--- config.mk ---
export PLATFORM = sky130hd
export DESIGN_NAME = baud_tick_gen
export DESIGN_NICKNAME = d
export VERILOG_FILES = /design/src/rtl/baud_pkg.sv /design/src/rtl/base_enable.sv /design/src/rtl/os_divider.sv /design/src/rtl/bit_divider.sv /design/src/rtl/baud_tick_gen.sv
export SDC_FILE = /design/constraint.sdc
export NUM_CORES = 1
export LEC_CHECK = 0
export BUFFER_PORTS_ARGS = -buffer_cell sky130_fd_sc_hd__buf_2
export CAP_MARGIN = 20
export CORE_MARGIN = 1.5
export CORE_UTILIZATION = 38
export DETAILED_ROUTE_END_ITERATION = 8
export GPL_ROUTABILITY_DRIVEN = 0
export PLACE_DENSITY = 0.63
export SYNTH_ARGS = -nofsm -noshare
export SYNTH_HDL_FRONTEND = slang
export SYNTH_HIERARCHICAL = 1
export SYNTH_SLANG_ARGS = --single-unit
--- constraint.sdc ---
create_clock -name clk -period 5.28 [get_ports clk]
set_clock_uncertainty 0.1 [all_clocks]
set_input_delay 1.32 -clock clk [delete_from_list [all_inputs] [get_ports clk]]
set_output_delay 1.32 -clock clk [all_outputs]
set_load 0.1 [all_outputs]
--- src/rtl/baud_pkg.sv ---
package baud_pkg;
  localparam int PRE_SEL_W  = 2;
  localparam int RATE_W     = 3;
  localparam int BASE_DIV   = 4;
  localparam int OS_FACTOR  = 16;
  localparam int PRE_MAX    = 13;
  localparam int OS_LEN_MAX = PRE_MAX << ((1 << RATE_W) - 1);
  localparam int OS_W       = $clog2(OS_LEN_MAX + 1);
  localparam int DIV_W      = $clog2(OS_LEN_MAX * OS_FACTOR + 1);

  typedef struct packed {
    logic [PRE_SEL_W-1:0] pre_sel;
    logic [RATE_W-1:0]    rate;
  } baud_cfg_t;

  // non-binary prescale set, unknown codes use the largest ratio
  function automatic logic [OS_W-1:0] pre_ratio(logic [PRE_SEL_W-1:0] sel);
    case (sel)
      2'd0:    return OS_W'(1);
      2'd1:    return OS_W'(3);
      2'd2:    return OS_W'(4);
      default: return OS_W'(PRE_MAX);
    endcase
  endfunction

  // base-clock cycles per oversample tick
  function automatic logic [OS_W-1:0] os_len(baud_cfg_t c);
    return pre_ratio(c.pre_sel) << c.rate;
  endfunction

  // base-clock cycles per bit
  function automatic logic [DIV_W-1:0] bit_len(baud_cfg_t c);
    return DIV_W'(os_len(c)) * DIV_W'(OS_FACTOR);
  endfunction
endpackage

--- src/rtl/base_enable.sv ---
module base_enable #(
  parameter int DIV = 4
) (
  input  logic clk,
  input  logic rst_n,
  input  logic restart,
  output logic en
);
  localparam int CW = (DIV > 1) ? $clog2(DIV) : 1;
  logic [CW-1:0] cnt;

  always_ff @(posedge clk or negedge rst_n) begin
    if (!rst_n)                   cnt <= '0;
    else if (restart)             cnt <= '0;
    else if (cnt == CW'(DIV - 1)) cnt <= '0;
    else                          cnt <= cnt + 1'b1;
  end

  assign en = (cnt == CW'(DIV - 1));

  // the base enable is a lone pulse
  p_en_single_r7: assert property (@(posedge clk) disable iff (!rst_n)
    en |=> !en);
endmodule

--- src/rtl/os_divider.sv ---
module os_divider
  import baud_pkg::*;
(
  input  logic            clk,
  input  logic            rst_n,
  input  logic            restart,
  input  logic            en,
  input  logic [OS_W-1:0] len,
  output logic            os_tick
);
  logic [OS_W-1:0] cnt;
  logic            at_last;

  assign at_last = (cnt == len - 1'b1);

  always_ff @(posedge clk or negedge rst_n) begin
    if (!rst_n)       cnt <= '0;
    else if (restart) cnt <= '0;
    else if (en)      cnt <= at_last ? '0 : cnt + 1'b1;
  end

  assign os_tick = en && at_last;

  // the count never passes the programmed length
  p_cnt_below_len_r4: assert property (@(posedge clk) disable iff (!rst_n)
    cnt < len);

  p_os_single_r7: assert property (@(posedge clk) disable iff (!rst_n)
    os_tick |=> !os_tick);
endmodule

--- src/rtl/bit_divider.sv ---
module bit_divider #(
  parameter int FACTOR = 16
) (
  input  logic clk,
  input  logic rst_n,
  input  logic restart,
  input  logic os_tick,
  output logic bit_tick
);
  localparam int CW = $clog2(FACTOR);
  logic [CW-1:0] cnt;
  logic          at_last;

  assign at_last = (cnt == CW'(FACTOR - 1));

  always_ff @(posedge clk or negedge rst_n) begin
    if (!rst_n)       cnt <= '0;
    else if (restart) cnt <= '0;
    else if (os_tick) cnt <= at_last ? '0 : cnt + 1'b1;
  end

  assign bit_tick = os_tick && at_last;
endmodule

--- src/rtl/baud_tick_gen.sv ---
module baud_tick_gen
  import baud_pkg::*;
(
  input  logic                 clk,
  input  logic                 rst_n,
  input  logic                 cfg_wr,
  input  logic [PRE_SEL_W-1:0] cfg_pre_sel,
  input  logic [RATE_W-1:0]    cfg_rate,
  output logic                 os_tick,
  output logic                 bit_tick,
  output logic [DIV_W-1:0]     bit_div
);
  baud_cfg_t       cfg_q;
  logic            base_en;
  logic [OS_W-1:0] os_length;

  always_ff @(posedge clk or negedge rst_n) begin
    if (!rst_n)      cfg_q <= '0;
    else if (cfg_wr) cfg_q <= '{pre_sel: cfg_pre_sel, rate: cfg_rate};
  end

  assign os_length = os_len(cfg_q);
  assign bit_div   = bit_len(cfg_q);

  base_enable #(.DIV(BASE_DIV)) u_base (
    .clk(clk), .rst_n(rst_n), .restart(cfg_wr), .en(base_en));

  os_divider u_os (
    .clk(clk), .rst_n(rst_n), .restart(cfg_wr), .en(base_en),
    .len(os_length), .os_tick(os_tick));

  bit_divider #(.FACTOR(OS_FACTOR)) u_bit (
    .clk(clk), .rst_n(rst_n), .restart(cfg_wr), .os_tick(os_tick),
    .bit_tick(bit_tick));

  // a bit tick always lands on an oversample tick
  p_bit_on_os_r5: assert property (@(posedge clk) disable iff (!rst_n)
    bit_tick |-> os_tick);
  // a write clears the phase, so no tick in the following cycle
  p_quiet_after_wr_r6: assert property (@(posedge clk) disable iff (!rst_n)
    cfg_wr |=> !os_tick && !bit_tick);
  // the divisor holds between writes
  p_div_stable_r8: assert property (@(posedge clk) disable iff (!rst_n)
    !cfg_wr |=> $stable(bit_div));

  p_bit_single_r7: assert property (@(posedge clk) disable iff (!rst_n)
    bit_tick |=> !bit_tick);
endmodule

==> metrics.txt <==
first-pass GRT wire length=6.906 mm; RR Startpoint=cfg_q[1]$_DFFE_PN0P_; Yosys cell types=47; Num CTS Buffers=3; RSZ-0062 raised after global routing=no; number of diodes=0; Die ar.=just over 5000 um2; most common cell after layout, fill and taps aside=nand2_1; antenna violations before repair=0; Post-CTS Setup Bufs=0; Req. time, crit path=3.86 ns; Post-Layout Cell Count=~280; crit path launch=cfg_q[2]$_DFFE_PN0P_; fmax=206.0 MHz; share of cells above drive strength 1=a little over a fifth; Top Layer Used=met4; kind of critical path=reg2out; Die W=~71 um; crit-path max FO=13; post-cts gate resize count=0; Final Hold Vio Count=0; detailed router's first-iteration violation count=between 100 and 150; Max-slew headroom=between 60% and 70%; gr ovfl total=0; Synth Warn #=6; dpl hpwl=2.773 mm; Critical Path Sink Type=output pin; Cell Rows=24; Post-Synthesis Cell Area=roughly 1800 um2; Max Cap Viol=0; core area=roughly 4400 um2; DRC viols=0; multi-input logic area=between 1000 and 1500 um2; crit share post-route=91.94%; fin crit period=4.854 ns; Routed met1 length=~2.1 mm; Synth-to-Final Area Change=13.50%; Avg Cell Area, Syn=roughly 8.1 um2; met3 routed WL=130 um; Placed Cells=275; Setup WS pre-CTS=between 0.7 and 0.8 ns; register area=about 550 um2; WL per Instance=roughly 14 um; Clock transition at path regs=0.08 ns; deepest clock path buffer count=2; First-pass DRT Iterations=4; fill count=~430; leakage=around 0.89 nW; hold-fix buffers at CTS=0; CTS tree=built; EDFF count, synth=0; most frequent cells in the layout=nand2_1, dfrtp_1, buf_2; # IOs=25; Final setup viols=0; PwrDens=roughly 270 nW/um2; register area share after synthesis=between 30% and 40%; final wirelength=between 3 and 4 mm; Top FF cell, synth=dfrtp_1; clk sink count=22; PortBufs=20; aggregate global-route resource usage=between 15 and 20%; Slew @ Worst Pin=0.5889 ns; FFs w/ async S/R, synth=100.0%; Pins Over Slew Limit=0; worst hold start=u_base/cnt[0]$_DFF_PN0_; status=finished, final reports clean; clk_lat worst skew=around 0.26 ns; vias in the first global route=between 1k and 1.5k; critical path launch point type=flip-flop; met2 routed WL=1.625 mm; setup ws final=roughly 0.43 ns; FF+latch count, synth=22; VDD IR-drop max=between 0.1 and 0.15 mV; nets=240; H-tree depth=1; chip height=between 70 and 80 um; largest net degree at the start of global routing=34; routed vias=approximately 1.5k; Post-DRT Antenna Nets=0; Initial Util=39.95%; crit path DAT=roughly 3.4 ns; CTS root buf=clkbuf_8; Synth Instances=between 200 and 250; Min-Delay Path Class=reg2reg; vias per inst=between 5 and 6
worst max-delay path: stages, from the launching register on:
cell and delay [ns]:
dfrtp_1 0.72, and3b_1 0.26, a31oi_1 0.16, o32ai_2 0.16, nor3_1 0.37, nand4_1 0.18, xnor2_1 0.19, o2111ai_1 0.15
nor4_1 0.19, and2_4 0.24, nand2_4 0.07, nor2_4 0.06, buf_2 0.42
cell families (layout without fill, tap and decap cells):
group	after synthesis	in the layout	share of synthesized area [%]
fa+ha+maj	4	4	2.857
buf+inv	21	30	6.928
xor+xnor	16	16	8.000
other cells	1	4	0.2141
mux	4	4	2.500
flops	22	22	31.43
compound gates	38	38	13.50
simple gates	109	109	34.57
metal layers:
layer / track usage [%] / up-vias
met1: 25.67 / 725
met3: 1.852 / 4
met4: 4.403 / 0
met5: 0 / -
li1: - / 776
met2: 24.51 / 30
registers in the layout, indices dropped and copies added (netlist names):
signal      count
cfg_q           5
u_base/cnt      2
u_bit/cnt       4
u_os/cnt       11
final timing paths:
path                                            endpoint  slack [ns]  cells after the start
worst max-delay path                            bit_tick        0.43                     12
worst min-delay path             u_base/cnt[0]$_DFF_PN0_        0.33                      1
worst max register to register   u_os/cnt[0]$_DFFE_PN0P_        1.91                     10
worst min register to register   u_base/cnt[0]$_DFF_PN0_        0.33                      1
max in group asynchronous        u_os/cnt[0]$_DFFE_PN0P_        3.82                      1
min in group asynchronous       u_bit/cnt[3]$_DFFE_PN0P_        0.92                      1
stage by stage:
stage	hold slack (ns)	TNS [ns]	util [%]	total power [mW]	cell area (um2)
finish	0.3267	0	45.35	0.5306	1988
floorplan	0.3016	-0.1712	-	0.3852	1874
detailed placement	0.3193	0	44.09	0.4116	1933
CTS	0.3308	0	45.35	0.5342	1988
global route	0.3626	0	45.35	0.5621	1988
global placement	0.3187	0	44.09	0.4121	1933
cell type report:
class / count / area share, %
Inverter: 6 / 1.133
Clock buffer: 4 / 2.769
Tap cell: 52 / 3.272
Sequential cell: 22 / 27.69
Timing Repair Buffer: 20 / 5.035
Multi-Input combinational cell: 175 / 60.10
synth_stat cells (all sizes together), types with 5 or more instances:
master	number	area [um2]
inv	6	22.52
a31oi	5	31.28
xnor2	14	122.6
nor2	19	71.32
nor3b	7	57.55
and3	13	81.33
o21ai	15	86.33
a21oi	10	50.05
nand3	5	25.02
buf	10	78.82
nor3	8	50.05
clkbuf	5	20.01
dfrtp	22	550.5
nand2	26	100.1
nand2b	6	37.54
report_power, final:
| group | internal, mW | switching, mW |
|---|---|---|
| combinational | 0.0616 | 0.159 |
| sequential | 0.174 | 0.0151 |
| clock | 0.0665 | 0.0552 |
| total | 0.302 | 0.229 |
Note: power is estimated with default switching activity, not from simulation.
